## src/rtl/sw_dec_pkg.sv

```systemverilog
package sw_dec_pkg;
  localparam int unsigned IDX_W = 3;
  localparam logic [IDX_W-1:0] IDX_MOTOR = 3'd4;
  localparam logic [IDX_W-1:0] IDX_DRIVE = 3'd5;
  localparam logic [IDX_W-1:0] IDX_Q6    = 3'd6;
  localparam logic [IDX_W-1:0] IDX_Q7    = 3'd7;

  typedef struct packed {
    logic             hit;
    logic [IDX_W-1:0] idx;
    logic             val;
    logic             modeWr;
    logic             rdReq;
  } swStrobe_t;
endpackage

```

## src/rtl/sw_dec_ctrl.sv

```systemverilog
module sw_dec_ctrl
  import sw_dec_pkg::*;
#(
  parameter int unsigned ADDR_W = 4
) (
  input  logic              accValid,
  input  logic [ADDR_W-1:0] accAddr,
  input  logic              accWrite,
  input  logic              motorOn,
  input  logic              q6State,
  output swStrobe_t         strb
);
  localparam logic [ADDR_W-1:0] MODE_ADDR = {ADDR_W{1'b1}};

  always_comb begin
    strb.hit    = accValid;
    strb.idx    = accAddr[ADDR_W-1:1];
    strb.val    = accAddr[0];
    strb.rdReq  = accValid && !accWrite;
    // mode register load: write to top offset, motor off, Q6 set
    strb.modeWr = accValid && accWrite && (accAddr == MODE_ADDR) && !motorOn && q6State;
  end
endmodule

```

## src/rtl/sw_dec_dp.sv

```systemverilog
module sw_dec_dp
  import sw_dec_pkg::*;
#(
  parameter int unsigned DATA_W    = 8,
  parameter int unsigned PHASES    = 4,
  parameter int unsigned SENSE_W   = 16,
  parameter int unsigned OFF_TICKS = 60,
  parameter logic [3:0]  CMD_ON    = 4'h0,
  parameter logic [3:0]  CMD_OFF   = 4'h8
) (
  input  logic              clk,
  input  logic              rstN,
  input  swStrobe_t         strb,
  input  logic [DATA_W-1:0] wdata,
  input  logic              sel35,
  input  logic              headSel,
  input  logic              frameTick,
  input  logic [DATA_W-1:0] rdByteIn,
  input  logic [DATA_W-1:0] hsByteIn,
  input  logic              wrProtect,
  input  logic [SENSE_W-1:0] driveSense,
  output logic [PHASES-1:0] phaseQ,
  output logic              motQ,
  output logic              drvQ,
  output logic              q6Q,
  output logic              q7Q,
  output logic              rdValid,
  output logic [DATA_W-1:0] rdData,
  output logic              cmdValid,
  output logic [3:0]        cmdCode,
  output logic              m35Q,
  output logic              ctrlReset,
  output logic              auxEnable
);
  localparam int unsigned CNT_W = $clog2(OFF_TICKS + 1);
  localparam int unsigned SEL_W = $clog2(SENSE_W);
  localparam logic [CNT_W-1:0] CNT_LAST = CNT_W'(OFF_TICKS - 1);

  logic [PHASES-1:0] phN;
  logic              drvN, q6N, q7N, motN, pendQ, pendN, m35N, ph3Rise;
  logic [CNT_W-1:0]  cntQ, cntN;
  logic [DATA_W-1:0] modeQ, modeN, statusByte, rdN;
  logic [3:0]        cmdN;
  logic [SEL_W-1:0]  senseIdx;
  logic              senseBit;

  assign ctrlReset = sel35 && phaseQ[0] && phaseQ[2];
  assign auxEnable = sel35 && phaseQ[1] && phaseQ[3];

  // switch bits
  always_comb begin
    phN  = phaseQ;
    drvN = drvQ;
    q6N  = q6Q;
    q7N  = q7Q;
    if (strb.hit) begin
      if (!strb.idx[IDX_W-1]) phN[strb.idx[1:0]] = strb.val;
      else if (strb.idx == IDX_DRIVE) drvN = strb.val;
      else if (strb.idx == IDX_Q6)    q6N  = strb.val;
      else if (strb.idx == IDX_Q7)    q7N  = strb.val;
    end
  end

  // motor with delayed off; an on-touch overrides a same-cycle expiry
  always_comb begin
    motN  = motQ;
    pendN = pendQ;
    cntN  = cntQ;
    if (strb.hit && strb.idx == IDX_MOTOR && strb.val) begin
      motN  = 1'b1;
      pendN = 1'b0;
      cntN  = '0;
    end else if (strb.hit && strb.idx == IDX_MOTOR) begin
      if (motQ) begin
        pendN = 1'b1;
        cntN  = '0;
      end
    end else if (pendQ && frameTick) begin
      if (cntQ == CNT_LAST) begin
        motN  = 1'b0;
        pendN = 1'b0;
        cntN  = '0;
      end else begin
        cntN = cntQ + 1'b1;
      end
    end
  end

  // command latch, mode register, read mux
  always_comb begin
    modeN   = ctrlReset ? '0 : (strb.modeWr ? wdata : modeQ);
    ph3Rise = sel35 && !phaseQ[3] && phN[3];
    cmdN    = {headSel, phaseQ[2:0]};
    m35N    = m35Q;
    if (ph3Rise && cmdN == CMD_ON)  m35N = 1'b1;
    if (ph3Rise && cmdN == CMD_OFF) m35N = 1'b0;
    senseIdx   = SEL_W'({headSel, phN[2:0]});
    senseBit   = sel35 ? driveSense[senseIdx] : wrProtect;
    statusByte = '0;
    statusByte[DATA_W-1] = senseBit;
    statusByte[DATA_W-3] = motN;
    if (motN) begin
      unique case ({q7N, q6N})
        2'b00:   rdN = rdByteIn;
        2'b10:   rdN = hsByteIn;
        default: rdN = statusByte;
      endcase
    end else begin
      rdN = q6N ? statusByte : modeN;
    end
  end

  always_ff @(posedge clk) begin
    if (!rstN) begin
      phaseQ   <= '0;
      drvQ     <= 1'b0;
      q6Q      <= 1'b0;
      q7Q      <= 1'b0;
      motQ     <= 1'b0;
      pendQ    <= 1'b0;
      cntQ     <= '0;
      modeQ    <= '0;
      m35Q     <= 1'b0;
      cmdValid <= 1'b0;
      cmdCode  <= '0;
      rdValid  <= 1'b0;
      rdData   <= '0;
    end else begin
      phaseQ   <= phN;
      drvQ     <= drvN;
      q6Q      <= q6N;
      q7Q      <= q7N;
      motQ     <= motN;
      pendQ    <= pendN;
      cntQ     <= cntN;
      modeQ    <= modeN;
      m35Q     <= m35N;
      cmdValid <= ph3Rise;
      if (ph3Rise) cmdCode <= cmdN;
      rdValid  <= strb.rdReq;
      if (strb.rdReq) rdData <= rdN;
    end
  end

  p_cmd_on_rise_r6: assert property (@(posedge clk) disable iff (!rstN)
    cmdValid |-> phaseQ[3] && !$past(phaseQ[3]) && $past(sel35));
  p_reset_clears_mode_r7: assert property (@(posedge clk) disable iff (!rstN)
    ctrlReset |=> modeQ == '0);
  p_pend_needs_motor_r8: assert property (@(posedge clk) disable iff (!rstN)
    pendQ |-> motQ && cntQ < CNT_W'(OFF_TICKS));
  p_cancel_wins_r9: assert property (@(posedge clk) disable iff (!rstN)
    (strb.hit && strb.idx == IDX_MOTOR && strb.val) |=> motQ && !pendQ);
  p_m35_by_cmd_r10: assert property (@(posedge clk) disable iff (!rstN)
    !$stable(m35Q) |-> cmdValid);
  p_rd_after_req_r3: assert property (@(posedge clk) disable iff (!rstN)
    rdValid |-> $past(strb.rdReq));
endmodule

```

## src/rtl/sw_phase_decoder.sv

```systemverilog
module sw_phase_decoder
  import sw_dec_pkg::*;
(
  input  logic        clk,
  input  logic        rstN,
  input  logic        accValid,
  input  logic [3:0]  accAddr,
  input  logic        accWrite,
  input  logic [7:0]  accWdata,
  input  logic        sel35,
  input  logic        headSel,
  input  logic        frameTick,
  input  logic [7:0]  rdByteIn,
  input  logic [7:0]  hsByteIn,
  input  logic        wrProtect,
  input  logic [15:0] driveSense,
  output logic [3:0]  phaseOut,
  output logic        motorEnable,
  output logic        driveSel,
  output logic        q6Out,
  output logic        q7Out,
  output logic        rdValid,
  output logic [7:0]  rdData,
  output logic        cmdValid,
  output logic [3:0]  cmdCode,
  output logic        motor35Run,
  output logic        ctrlReset,
  output logic        auxEnable
);
  swStrobe_t strb;

  sw_dec_ctrl #(.ADDR_W(4)) ctrl_i (
    .accValid(accValid), .accAddr(accAddr), .accWrite(accWrite),
    .motorOn(motorEnable), .q6State(q6Out), .strb(strb)
  );

  sw_dec_dp #(.DATA_W(8), .PHASES(4), .SENSE_W(16), .OFF_TICKS(60)) dp_i (
    .clk(clk), .rstN(rstN), .strb(strb), .wdata(accWdata), .sel35(sel35),
    .headSel(headSel), .frameTick(frameTick), .rdByteIn(rdByteIn),
    .hsByteIn(hsByteIn), .wrProtect(wrProtect), .driveSense(driveSense),
    .phaseQ(phaseOut), .motQ(motorEnable), .drvQ(driveSel), .q6Q(q6Out),
    .q7Q(q7Out), .rdValid(rdValid), .rdData(rdData), .cmdValid(cmdValid),
    .cmdCode(cmdCode), .m35Q(motor35Run), .ctrlReset(ctrlReset),
    .auxEnable(auxEnable)
  );
endmodule

```

## config.mk

```make
export PLATFORM = sky130hd
export DESIGN_NAME = sw_phase_decoder
export DESIGN_NICKNAME = d
export VERILOG_FILES = /design/src/rtl/sw_dec_pkg.sv /design/src/rtl/sw_dec_ctrl.sv /design/src/rtl/sw_dec_dp.sv /design/src/rtl/sw_phase_decoder.sv
export SDC_FILE = /design/constraint.sdc
export NUM_CORES = 1
export LEC_CHECK = 0
export BUFFER_PORTS_ARGS = -buffer_cell sky130_fd_sc_hd__buf_2
export CAP_MARGIN = 40
export CORE_ASPECT_RATIO = 0.75
export CORE_MARGIN = 1
export CORE_UTILIZATION = 49
export CTS_CLUSTER_SIZE = 14
export DETAILED_ROUTE_END_ITERATION = 10
export GPL_TIMING_DRIVEN = 0
export MAX_ROUTING_LAYER = met4
export PLACE_DENSITY_LB_ADDON = 0.25
export SYNTH_ARGS = -nofsm -noshare
export SYNTH_HDL_FRONTEND = slang
export SYNTH_SLANG_ARGS = --single-unit
```

## constraint.sdc

```tcl
create_clock -name clk -period 2.5 [get_ports clk]
set_input_delay 0.25 -clock clk [delete_from_list [all_inputs] [get_ports clk]]
set_output_delay 0.25 -clock clk [all_outputs]
set_load 0.05 [all_outputs]
```

==> results.md, run 1 <==
Status:
- The flow ran to the end, and the final reports show no timing, DRC or antenna violations.

Final layout:
- The register cell area after layout is 761 µm².
- Counting the fill cells in the layout gives 393.
- The number of inserted diodes is 0.
- Cells with a size suffix above 1 make up 33.2% of the layout.
- After the last flow step, the layout net total stands at 356.
- The area growth from synthesis to layout is 25.0%.
- The area of the multi-input gates is 1270 µm².

Setup path:
- The number of cells traversed by the worst register-to-register path is 6.
- The path type of the worst setup path is reg -> reg.
- STA classifies the critical path startpoint as a register.
- The worst register-to-register path has a setup slack of 0.53 ns.
- The end of the worst register-to-register path is dp_i.rdData[7]$_SDFFE_PN0P_.
- The slowest cell on the critical path is sky130_fd_sc_hd__clkbuf_1.
- The kind of capture point of the worst setup path is a register.
- The largest delay contributor family on the critical path is compound AO/OA/AOI/OAI gates.
- The critical path goes through clkbuf_1 -> mux2i_2 -> mux2i_1 -> a22oi_1 -> a311oi_1 -> o32ai_1.
- The buffers plus inverters on the worst setup path is 1.
- The critical path required time is 2.69 ns.
- The data arrival time of the critical path is 2.16 ns.
- In this design, the stage delay of the slowest critical-path cell is 0.51 ns.
- In this run the worst path has a maximum fanout of 10.
- The startpoint identified for the worst register-to-register timing path is dp_i.phaseQ[1]$_SDFF_PN0_.

Global route:
- The overall fraction of global-route tracks in use is 23.8%.
- The first global-routing pass estimated 8250 µm of wire.
- The initial antenna violation count is 0.
- After global routing the overflow that remains totals 0.
- The maximum number of pins on one net before global-route repair is 13.
- The via count of the first global-routing pass is 1776.

STA:
- Setup repair after global routing left no endpoint under its margin.
- The largest clock skew in the final design is 0.00575 ns.
- The smallest clock period supported by the final layout is computed as 1.97 ns.
- The total negative setup slack is 0 ns.
- Setup violations remaining at the end of the flow were counted as 0.
- In this run the tightest slew margin relative to its limit is 56.0%.
- The number of failing hold endpoints at the final stage came to 0.
- The highest achievable clock rate is 507 MHz.
- Final hold analysis gives a worst-case slack of 0.220 ns.
- The max-slew violation total from the final report is 0.
- For the pin with the worst max-slew slack, the measured transition is 0.659 ns.
- After layout, the worst path uses 78.9% of the clock period.

Drt:
- The total detailed-routing wirelength is 4950 µm.
- Once detail routing completed, the nets flagged for antenna violations numbered 0.
- For this block, the initial DRC count from the detailed router was 100.
- The number of iterations in the first detailed-routing pass is 4.
- The DRC violation count after routing is 0.
- After detailed routing, the number of vias per cell comes to 5.37.
- The average detailed-routed wire length per instance is 13.8 µm.
- Summing over every cut layer, the via total after detailed routing is 1929.

Power and ir drop:
- Power spread over the standard cell area amounts to 479 nW/µm².
- The analysis attributes to cell leakage a power of 1.24 nW.
- The worst vdd rail ir drop is 0.000407 V.

Synthesis:
- The number of distinct library cells after synthesis is 51.
- The simple-gate share of the synthesized area is 22.9%.
- The proportion of register bits with asynchronous set or reset after synthesis is 0%.
- The cell area after synthesis is 2120 µm².
- The share of synthesized area in the top cell type comes to 35.9%.
- Yosys instantiated no cell more often than sky130_fd_sc_hd__dfxtp_1.
- Yosys mapped a number of flops with a built-in enable equal to 0.
- The mean area per synthesized cell is 9.49 µm².
- For this run, the number of Yosys warnings is 0.
- The top cell type by total area after synthesis is sky130_fd_sc_hd__dfxtp_1.
- The xor and xnor area share after synthesis is 1.65%.
- Ranked by total cell area, the synthesized netlist is headed by sky130_fd_sc_hd__dfxtp_1 36%, sky130_fd_sc_hd__mux2i_1 16%, sky130_fd_sc_hd__nor2_1 5.7%.
- The instance count of the mapped netlist is 223.
- Summing the areas of all fa, ha and maj instances in the mapped netlist gives 0.591% of the synthesized area.
- The flip-flop and latch count after synthesis is 38.
- The number of nets in the synthesized netlist is 276.
- The compound-gate portion of the synthesized area is 15.0%.
- Sorting the synthesized cells by how often they occur yields 38 x sky130_fd_sc_hd__dfxtp_1, 33 x sky130_fd_sc_hd__mux2i_1, 32 x sky130_fd_sc_hd__nor2_1.
- The portion of the post-synthesis area used by sequential elements is 35.9%.
- The most used flip-flop cell after synthesis is sky130_fd_sc_hd__dfxtp_1.
- The mux share of post-synthesis cell area is 19.7%.
- By area, the combinational part of the netlist is dominated by simple AND/OR/NAND/NOR gates.

Floorplanning:
- The die covers 4590 µm².
- The region available for standard cell placement spans 4100 µm².
- The row count is 20.
- The horizontal die dimension is 77.9 µm.
- In this run the vertical extent of the chip is 58.9 µm.
- Once the floorplan was initialized, standard cells occupied 51.6% of the core.
- The number of top-level pins is 77.

Clock tree:
- The TritonCTS clock tree is yes.
- Buffers inserted to repair hold after CTS numbered 0.
- The clock-pin transition on the worst setup and hold timing paths is 0.08 ns.
- The H-tree generated during clock tree synthesis spans 2 levels.
- The clock latency reported for the late side of the worst-skew pair is 0.28 ns.
- After clock tree synthesis, the repair step resized 0 gates.
- The number of clock buffers inserted by TritonCTS is 5.
- The number of buffers inserted to repair setup after CTS is 0.
- The worst-case clock buffer depth is 2.
- The clock net in this run drives a total of 38 sinks.
- Clock tree synthesis selected as its root buffer the cell sky130_fd_sc_hd__clkbuf_8.

Min path:
- The worst hold path begins at accWdata[4].
- The worst hold path class is in -> reg.
- The cell depth of the worst min-delay path is 3.
- The hold-critical path endpoint is dp_i.modeQ[4]$_SDFF_PN0_.

Placed design:
- Detailed placement ended at an HPWL of 3780 µm.
- The final weighted congestion of routability-driven global placement is 0.819.
- Port buffering added 73 buffers.

Job:
- Across the run, the number of max-cap violations was 0.
[worst reg2reg max path: stages, from the launching register on]
cell and delay (ns):
sky130_fd_sc_hd__dfxtp_1 0.32, sky130_fd_sc_hd__clkbuf_1 0.51, sky130_fd_sc_hd__mux2i_2 0.22, sky130_fd_sc_hd__mux2i_1 0.16
sky130_fd_sc_hd__a22oi_1 0.23, sky130_fd_sc_hd__a311oi_1 0.13, sky130_fd_sc_hd__o32ai_1 0.30
[cells in the final DEF, fill, tap and decap left out, types with 4 or more instances in the layout]
cell type,synthesis,routed
sky130_fd_sc_hd__o211a_1,6,6
sky130_fd_sc_hd__buf_2,2,75
sky130_fd_sc_hd__o221ai_1,6,6
sky130_fd_sc_hd__nor2_1,32,32
sky130_fd_sc_hd__dfxtp_1,38,38
sky130_fd_sc_hd__inv_1,4,4
sky130_fd_sc_hd__clkbuf_1,5,5
sky130_fd_sc_hd__o21ai_0,4,4
sky130_fd_sc_hd__nand2_1,14,14
sky130_fd_sc_hd__and3_1,4,4
sky130_fd_sc_hd__a21oi_1,10,10
sky130_fd_sc_hd__nand4b_1,6,6
sky130_fd_sc_hd__nor2b_1,4,4
sky130_fd_sc_hd__clkbuf_8,0,6
sky130_fd_sc_hd__nor3_1,4,4
sky130_fd_sc_hd__mux2i_1,33,33
[sequential cells by signal, indices dropped and copies added, names as in the netlist]
register       flops
dp_i.modeQ         8
dp_i.rdData        8
dp_i.cntQ          6
dp_i.cmdCode       4
dp_i.phaseQ        4
dp_i.cmdValid      1
dp_i.drvQ          1
dp_i.m35Q          1
dp_i.motQ          1
dp_i.pendQ         1
dp_i.q6Q           1
dp_i.q7Q           1
dp_i.rdValid       1
[per-layer routing]
layer / vias up / wire [µm] / track usage (%)
met5: - / 0 / -
met4: 0 / 46 / 6.08
met3: 6 / 343 / 4.96
met2: 69 / 2190 / 36.2
met1: 877 / 2380 / 32.6
li1: 977 / - / -
[area by class of cell]
class,instances,share of cell area [%]
timing repair buffer,73,13.8
clock buffer,6,3.12
inverter,5,0.709
sequential,38,28.7
clock inverter,2,0.473
buffer,12,2.65
multi-input combinational,168,47.9
tap,55,2.60
[worst max-delay path by stage]
stage | from | end | slack (ns) | depth (start not counted)
2_1_floorplan | dp_i.phaseQ[1]$_SDFF_PN0_ | dp_i.rdData[7]$_SDFFE_PN0P_ | 0.53 | 7
3_3_place_gp | accAddr[2] | dp_i.rdData[7]$_SDFFE_PN0P_ | 0.45 | 7
3_5_place_dp | accAddr[2] | dp_i.rdData[7]$_SDFFE_PN0P_ | 0.40 | 7
4_1_cts | dp_i.phaseQ[1]$_SDFF_PN0_ | dp_i.rdData[7]$_SDFFE_PN0P_ | 0.54 | 6
5_1_grt | dp_i.phaseQ[1]$_SDFF_PN0_ | dp_i.rdData[7]$_SDFFE_PN0P_ | 0.33 | 6
6_report | dp_i.phaseQ[1]$_SDFF_PN0_ | dp_i.rdData[7]$_SDFFE_PN0P_ | 0.53 | 6
[power breakdown]
group / switching, mW / internal (mW) / leakage [nW]
clock network: 0.211 / 0.222 / 0.0472
registers: 0.00653 / 0.616 / 0.308
logic: 0.128 / 0.0844 / 0.886
total: 0.346 / 0.922 / 1.24
[metrics by stage]
step / area (µm²) / cells / utilization (%) / worst slack (ns) / power (mW)
after global placement: 2550 / 351 / 62.2 / 0.455 / 0.845
final: 2650 / 359 / 64.5 / 0.527 / 1.27
after global routing: 2650 / 359 / 64.5 / 0.333 / 1.33
after CTS: 2650 / 359 / 64.5 / 0.535 / 1.28
after floorplan: 2120 / 223 / - / 0.531 / 0.771
after detailed placement: 2550 / 351 / 62.2 / 0.399 / 0.848
[cells by family after synthesis]
logic type,Yosys count
xor gates and xnor gates,4
AOI/OAI and AO/OA,43
muxes,39
adders and majority gates,1
DFF,38
buffers and inverters,17
and+or+nand+nor,81
Note: power is estimated with default switching activity, not from simulation.
==> run 2, diff against run 1 <==
--- a/config.mk
+++ b/config.mk
@@ -9,7 +9,7 @@
 export CAP_MARGIN = 40
 export CORE_ASPECT_RATIO = 0.75
 export CORE_MARGIN = 1
-export CORE_UTILIZATION = 49
+export CORE_UTILIZATION = 45
 export CTS_CLUSTER_SIZE = 14
 export DETAILED_ROUTE_END_ITERATION = 10
 export GPL_TIMING_DRIVEN = 0
==> constraint.sdc (replaced) <==
create_clock -name clk -period 1.7 [get_ports clk]
set_input_delay 0.17 -clock clk [delete_from_list [all_inputs] [get_ports clk]]
set_output_delay 0.17 -clock clk [all_outputs]
set_load 0.05 [all_outputs]
==> run 2 against run 1 <==
Compared with the run above: register-to-register slack lost 0.51 ns; maximum frequency grew 17%; via count grew 1.9%; first-iteration DRC count grew 3.0%; global-route usage shrank 1.3 points; non-clock buffer count grew 6; utilization shrank 1.4 points; critical path depth grew 1; die area grew 8.6%; setup slack lost 0.51 ns.
==> results.md, run 2 (synthesis gave the netlist of run 1 again) <==
Min path:
- In this run the worst hold path is classified as in -> reg.
- The startpoint identified for the worst hold timing path is rstN.

Setup path:
- For the worst setup path, the data required time is 1.94 ns.
- The startpoint type of the worst setup path is a register.
- The first element of the critical path is dp_i.cntQ[0]$_SDFFE_PP0P_.
- The kind of capture point of the worst setup path is a register.
- The worst register-to-register path begins at dp_i.cntQ[0]$_SDFFE_PP0P_.
- In this run the worst path has a maximum fanout of 7.
- The data arrival time of the critical path is 1.92 ns.
- The path type of the worst setup path is reg -> reg.

Power and ir drop:
- The fraction of power consumed by sequential logic is 44.9%.
- For this design the total switching power over the nets is 524 µW.
- The relative contribution of the clock network to total power is 38.7%.
- The combinational share of power is 16.5%.
- In this run the power density over the cells is 718 nW/µm².
- The internal portion of the total power is 1.51 mW.
- In this run switching power makes up 25.8% of total power.
- Across the VDD grid, the largest voltage drop is 0.000537 V.
- The analysis attributes to cell leakage a power of 1.30 nW.

Final layout:
- The most common cell after layout, fill and taps aside is sky130_fd_sc_hd__buf_2.
- Cells fill 63.0% of the core in the end.
- In the final layout, the registers with the most flip-flops are dp_i.modeQ (8), dp_i.rdData (8), dp_i.cntQ (6).
- The layout overhead on the synthesized area is 33.8%.
- In the layout the commonest cells are 73 x sky130_fd_sc_hd__buf_2, 33 x sky130_fd_sc_hd__mux2i_1, 32 x sky130_fd_sc_hd__nor2_1, 29 x sky130_fd_sc_hd__dfxtp_1, 13 x sky130_fd_sc_hd__nand2_1.
- The repair_antennas step left the layout with diodes totalling 0.
- The ratio of cells with drive above 1 in the final layout is 40.8%.
- The final net count is 362.
- The cell area after layout is 2830 µm².

STA:
- The slew at the pin closest to its max-slew limit is 0.519 ns.
- Dividing the final minimum period by the clock period gives 99.0%.
- The final count of negative-setup-slack endpoints is 0.
- The total negative setup slack is 0 ns.
- After layout, the worst setup slack is 0.0173 ns.
- The largest clock skew in the final design is 0.00464 ns.
- The max-slew violation total from the final report is 0.
- The smallest clock period supported by the final layout is computed as 1.68 ns.
- Setup repair after global routing could not meet its margin everywhere.
- Headroom to the max-slew limit came out at 65.2%.
- The number of failing hold endpoints at the final stage is 0.
- Timing would allow up to 594 MHz.

Clock tree:
- TritonCTS created 5 clock buffers.
- The H-tree depth is 2.
- The worst-case clock buffer depth is 2.
- The CTS root buffer is sky130_fd_sc_hd__clkbuf_8.
- TritonCTS built the clock tree.
- The number of hold buffers added after CTS was 0.
- The clock-pin transition on the worst setup and hold timing paths is 0.08 ns.
- The later pin in the worst-skew pair is clocked with a latency of 0.29 ns.
- The number of sinks on the clock net is 38.

Floorplanning:
- The horizontal die dimension is 81.2 µm.
- The starting density of the core is 47.1%.
- The row count is 21.
- The floorplan die area is 4990 µm².
- The height of the die is 61.4 µm.
- The region available for standard cell placement spans 4490 µm².
- The number of top-level pins is 77.

Global route:
- The remaining global-route overflow is 0.
- The via count of the first global-routing pass came to 1721.
- The first-pass GRT wire length is 8160 µm.
- The initial antenna violation count was 0.
- Global routing used 22.5% of the available tracks across all layers.
- Entering global routing, the biggest net connects 12 pins.

Job:
- Across the run, the number of max-cap violations was 0.

Placed design:
- The post-DP HPWL is 3810 µm.
- Timing analysis after detailed placement gives a worst setup slack of -0.308 ns.
- Summing all placed instances gives a cell area of 2580 µm².
- The final weighted congestion of routability-driven global placement is 0.816.
- The count of input and output buffers is 73.

Drt:
- The routed layout has 1965 vias.
- The total detailed-routing wirelength is 5220 µm.
- The DRC violation count after routing is 0.
- Dividing the detail-routed wire length by the instance count gives 14.3 µm.
- The detail route stage leaves a number of antenna-violating nets equal to 0.
- The average vias per placed instance is 5.37.
- The number of iterations in the first detailed-routing pass is 4.
- The violation count after the first detailed-route iteration is 103.

Status:
- The flow ran to the end, and the final reports show no timing, DRC or antenna violations.
## run 2: changes by cell type in the layout (fill, tap and decap cells not counted), moves of 2 or more
cell | previous run | this run
sky130_fd_sc_hd__o221ai_2 | 0 | 3
sky130_fd_sc_hd__buf_2 | 75 | 73
sky130_fd_sc_hd__dfxtp_2 | 0 | 7
sky130_fd_sc_hd__mux2i_4 | 1 | 3
sky130_fd_sc_hd__dfxtp_1 | 38 | 29
sky130_fd_sc_hd__o221ai_1 | 6 | 3
sky130_fd_sc_hd__mux2_4 | 0 | 2
sky130_fd_sc_hd__mux2i_2 | 3 | 1
sky130_fd_sc_hd__buf_4 | 2 | 8
sky130_fd_sc_hd__inv_1 | 4 | 2
sky130_fd_sc_hd__dfxtp_4 | 0 | 2
sky130_fd_sc_hd__clkbuf_4 | 0 | 2
## run 2: final cells by class
| type | instances | area (µm²) |
|---|---|---|
| Fill cell | 383 | 1660 |
| Tap cell | 57 | 71.3 |
| Inverter | 5 | 22.5 |
| Timing Repair Buffer | 79 | 417 |
| Multi-Input combinational cell | 168 | 1340 |
| Buffer | 12 | 88.8 |
| Clock buffer | 6 | 82.6 |
| Clock inverter | 1 | 30.0 |
| Sequential cell | 38 | 777 |
## run 2: metrics by stage
step / instances / total power, mW / hold slack, ns
6_report: 366 / 2.03 / 0.153
4_1_cts: 364 / 2.03 / 0.145
5_1_grt: 366 / 2.11 / 0.162
3_3_place_gp: 353 / 1.25 / 0.439
2_1_floorplan: 223 / 1.14 / 0.314
3_5_place_dp: 353 / 1.25 / 0.444
## run 2: metal layers
metal / track usage (%) / routed length [µm]
met5: - / 0
met4: 6.89 / 65
met3: 4.74 / 261
met2: 31.2 / 2140
met1: 32.4 / 2750
## run 2: timing repair
item | in CTS | in global routing
pin swaps | 5 | 10
buffers inserted | 4 | 2
resized for setup | 4 | 22
endpoints found under the setup margin | 7 | 8
## run 2: power groups by stage
| stage | Clock (mW) | Combinational, mW | Sequential [mW] |
|---|---|---|---|
| 6_report | 0.787 | 0.335 | 0.913 |
| 5_1_grt | 0.832 | 0.364 | 0.914 |
| 4_1_cts | 0.796 | 0.318 | 0.915 |
| 3_5_place_dp | 0 | 0.315 | 0.936 |
| 3_3_place_gp | 0 | 0.312 | 0.935 |
| 2_1_floorplan | 0 | 0.149 | 0.989 |
## run 2: final timing paths
| path | end | slack [ns] | depth (start not counted) |
|---|---|---|---|
| worst min-delay path | dp_i.rdValid$_SDFF_PN0_ | 0.15 | 2 |
| worst min register to register | dp_i.m35Q$_SDFFE_PP0P_ | 0.46 | 2 |
| worst max-delay path | dp_i.rdData[3]$_SDFFE_PN0P_ | 0.02 | 7 |
| worst max register to register | dp_i.rdData[3]$_SDFFE_PN0P_ | 0.02 | 7 |
## run 2: critical path: stages, from the launching register on
cell                       delay, ns
sky130_fd_sc_hd__dfxtp_4        0.38
sky130_fd_sc_hd__ha_4           0.15
sky130_fd_sc_hd__inv_2          0.05
sky130_fd_sc_hd__nor4_4         0.34
sky130_fd_sc_hd__buf_4          0.18
sky130_fd_sc_hd__o211ai_4       0.13
sky130_fd_sc_hd__o221ai_1       0.23
sky130_fd_sc_hd__o211a_1        0.17
==> run 3, diff against run 2 <==
--- a/config.mk
+++ b/config.mk
@@ -9,11 +9,10 @@
 export CAP_MARGIN = 40
 export CORE_ASPECT_RATIO = 0.75
 export CORE_MARGIN = 1
-export CORE_UTILIZATION = 45
+export CORE_UTILIZATION = 30
 export CTS_CLUSTER_SIZE = 14
 export DETAILED_ROUTE_END_ITERATION = 10
 export GPL_TIMING_DRIVEN = 0
-export MAX_ROUTING_LAYER = met4
 export PLACE_DENSITY_LB_ADDON = 0.25
 export SYNTH_ARGS = -nofsm -noshare
 export SYNTH_HDL_FRONTEND = slang
==> run 3 against run 2 <==
Compared with the run above: sequential share of layout area is 0.42 points lower; register-to-register slack improved by 0.07 ns; combinational power is essentially flat; setup slack better by 0.0056 ns; via count down 1.9%; final area increased by 1.2%; maximum frequency up 0.34%; utilization shrank 21 points; clock skew rose by 0.0020 ns; global-route usage shrank 6.7 points; critical path depth unchanged; critical path type is now in -> reg; critical endpoint is now dp_i.rdData[7]$_SDFFE_PN0P_; largest power group unchanged.
==> results.md, run 3 (synthesis gave the netlist of run 1 again) <==
Global route:
- Entering global routing, the biggest net connects 12 pins.
- The initial antenna violation count is 0.
- The via count of the first global-routing pass is 1757.
- The remaining global-route overflow is 0.
- The first global-routing pass estimated 9000 µm of wire.
- For this run, the total global-route usage over all layers was measured as 15.8%.

Power and ir drop:
- The combinational share of power is 16.5%.
- In this run the power spent charging and discharging nets is 533 µW.
- The worst vdd rail ir drop is 0.000406 V.
- Of the total power, the share spent switching nets is 26.1%.
- In this run the static leakage power is 1.29 nW.
- The relative contribution of the clock network to total power is 38.8%.
- The fraction of power consumed by sequential logic is 44.7%.
- The cell-internal power is 1.51 mW.
- For this design the ratio of total power to cell area is 713 nW/µm².

STA:
- The number of failing hold endpoints at the final stage is 0.
- Timing would allow up to 596 MHz.
- For the pin with the worst max-slew slack, the measured transition is 0.524 ns.
- The final count of negative-setup-slack endpoints is 0.
- In this run the tightest slew margin relative to its limit is 64.4%.
- Setup repair after global routing could not meet its margin everywhere.
- The minimum clock period is 1.68 ns.
- The max-slew violation total from the final report was 0.
- The share of the clock period used by the worst path is 98.7%.
- The tightest hold path in the finished design has a slack of 0.155 ns.
- Between clock sinks in the finished design, the worst skew comes to 0.00669 ns.

Final layout:
- The final net count is 360.
- Summing all non-filler instances in the final layout gives an area of 2870 µm².
- In the final layout, the registers with the most flip-flops are dp_i.modeQ (8), dp_i.rdData (8), dp_i.cntQ (6).
- The most common cell after layout, fill and taps aside is sky130_fd_sc_hd__buf_2.
- 0 antenna diodes ended up in the layout.
- The ratio of cells with drive above 1 in the final layout is 40.7%.
- In the layout the commonest cells are 74 x sky130_fd_sc_hd__buf_2, 33 x sky130_fd_sc_hd__mux2i_1, 31 x sky130_fd_sc_hd__nor2_1, 29 x sky130_fd_sc_hd__dfxtp_1, 13 x sky130_fd_sc_hd__nand2_1.
- From synthesis to final layout, the design area changed by 35.5%.

Clock tree:
- The H-tree depth is 2.
- The number of hold buffers added after cts is 0.
- In this run, CTS created clock tree buffers numbering 5.
- The clock reaches the later pin of the worst-skew pair after 0.29 ns.
- The TritonCTS clock tree is yes.
- CTS placed an instance of sky130_fd_sc_hd__clkbuf_8 at the clock tree root.
- The clock-pin transition on the worst setup and hold timing paths is 0.08 ns.
- The clock passes through at most 2 buffers.
- The number of sinks on the clock net is 38.

Drt:
- Summed over all layers, the routed wires come to 5590 µm.
- Detailed routing inserted a total of 1927 vias.
- In this run the remaining antenna-violating nets after routing total 0.
- The number of iterations in the first detailed-routing pass is 4.
- The average vias per placed instance is 4.93.
- The detailed router finished its first iteration with 72 violations.
- The average detailed-routed wire length per instance is 14.3 µm.
- The DRC violation count after routing is 0.

Floorplanning:
- During I/O placement, the number of pins put on the boundary was 77.
- The height of the die is 74.8 µm.
- The die covers 7400 µm².
- The starting density of the core is 31.0%.
- The floorplan has 26 rows.
- The die is 99 µm wide.
- The total area inside the core boundary comes to 6830 µm².

Setup path:
- The worst register-to-register path begins at dp_i.phaseQ[1]$_SDFF_PN0_.
- The startpoint type of the worst setup path is a primary input.
- In this run the critical register-to-register path is captured at dp_i.rdData[7]$_SDFFE_PN0P_.
- STA puts the critical path data required time at 1.89 ns.
- The kind of capture point of the worst setup path is a register.
- For the worst flop-to-flop path, the logic depth is 7.
- The path type of the worst setup path is in -> reg.
- The slack of the worst reg-to-reg path is 0.09 ns.
- Along the worst path, the maximum fanout reaches 10.
- The data arrival time of the critical path is 1.87 ns.

Placed design:
- The post-DP HPWL is 4220 µm.
- In this run the cell area measured after placement is 2610 µm².
- The count of input and output buffers is 73.
- The final weighted congestion of routability-driven global placement is 0.767.

Min path:
- For hold timing, the worst endpoint is dp_i.rdValid$_SDFF_PN0_.
- The origin of the worst min-delay path is rstN.
- The worst hold path class is in -> reg.
- The cell depth of the worst min-delay path is 2.

Job:
- Across the run, the number of max-cap violations was 0.

Status:
- The run finished with clean final reports.
[run 3: routing by layer]
| layer | vias to the layer above | GRT usage (%) | wire, µm |
|---|---|---|---|
| met2 | 45 | 22.9 | 2390 |
| li1 | 987 | - | - |
| met1 | 887 | 23.1 | 2830 |
| met3 | 8 | 4.09 | 312 |
| met4 | 0 | 4.48 | 57 |
| met5 | - | 0 | 0 |
[run 3: area by class of cell]
type / instances / area [µm²]
Timing Repair Buffer: 77 / 414
Inverter: 5 / 22.5
Tap cell: 84 / 105
Clock inverter: 1 / 30.0
Buffer: 12 / 83.8
Multi-Input combinational cell: 168 / 1360
Fill cell: 703 / 3960
Clock buffer: 6 / 82.6
Sequential cell: 38 / 774
[run 3: how the worst max path moves through the flow]
| stage | start | to | cells after the start |
|---|---|---|---|
| 4_1_cts | dp_i.cntQ[1]$_SDFFE_PP0P_ | dp_i.rdData[0]$_SDFFE_PN0P_ | 8 |
| 2_1_floorplan | accAddr[3] | dp_i.rdData[7]$_SDFFE_PN0P_ | 7 |
| 5_1_grt | accAddr[3] | dp_i.rdData[7]$_SDFFE_PN0P_ | 7 |
| 3_5_place_dp | accAddr[2] | dp_i.rdData[7]$_SDFFE_PN0P_ | 7 |
| 3_3_place_gp | accAddr[2] | dp_i.rdData[7]$_SDFFE_PN0P_ | 7 |
| 6_report | accAddr[3] | dp_i.rdData[7]$_SDFFE_PN0P_ | 7 |
[run 3: per-stage QoR]
step | setup slack [ns] | total power [mW] | TNS, ns | cells | utilization, %
2_1_floorplan | -0.0192 | 1.14 | -0.0192 | 223 | -
3_3_place_gp | -0.319 | 1.25 | -1.72 | 380 | 38.2
3_5_place_dp | -0.362 | 1.26 | -1.89 | 380 | 38.2
4_1_cts | -0.00150 | 2.05 | -0.00150 | 390 | 41.2
5_1_grt | -0.0842 | 2.13 | -0.0990 | 391 | 42.0
6_report | 0.0229 | 2.05 | 0 | 391 | 42.0
[run 3: power groups by stage]
stage / logic [mW] / registers, mW / clock network (mW)
after floorplan: 0.149 / 0.989 / 0
after global placement: 0.316 / 0.936 / 0
after detailed placement: 0.320 / 0.936 / 0
after CTS: 0.333 / 0.915 / 0.803
after global routing: 0.368 / 0.916 / 0.849
final: 0.337 / 0.914 / 0.794
[run 3: repair_timing]
action / 4_1_cts / 5_1_grt
hold endpoints to repair: 0 / 0
setup endpoints to repair: 8 / 13
pin swaps: 5 / 0
buffers inserted: 3 / 1
resized for setup: 12 / 13
[run 3: critical path: stages]
cell and delay [ns]:
sky130_fd_sc_hd__buf_12 0.12, sky130_fd_sc_hd__nor4b_4 0.33, sky130_fd_sc_hd__mux2i_4 0.40, sky130_fd_sc_hd__mux2_4 0.33, sky130_fd_sc_hd__nand3b_1 0.08, sky130_fd_sc_hd__a311oi_1 0.10
sky130_fd_sc_hd__o32ai_1 0.32
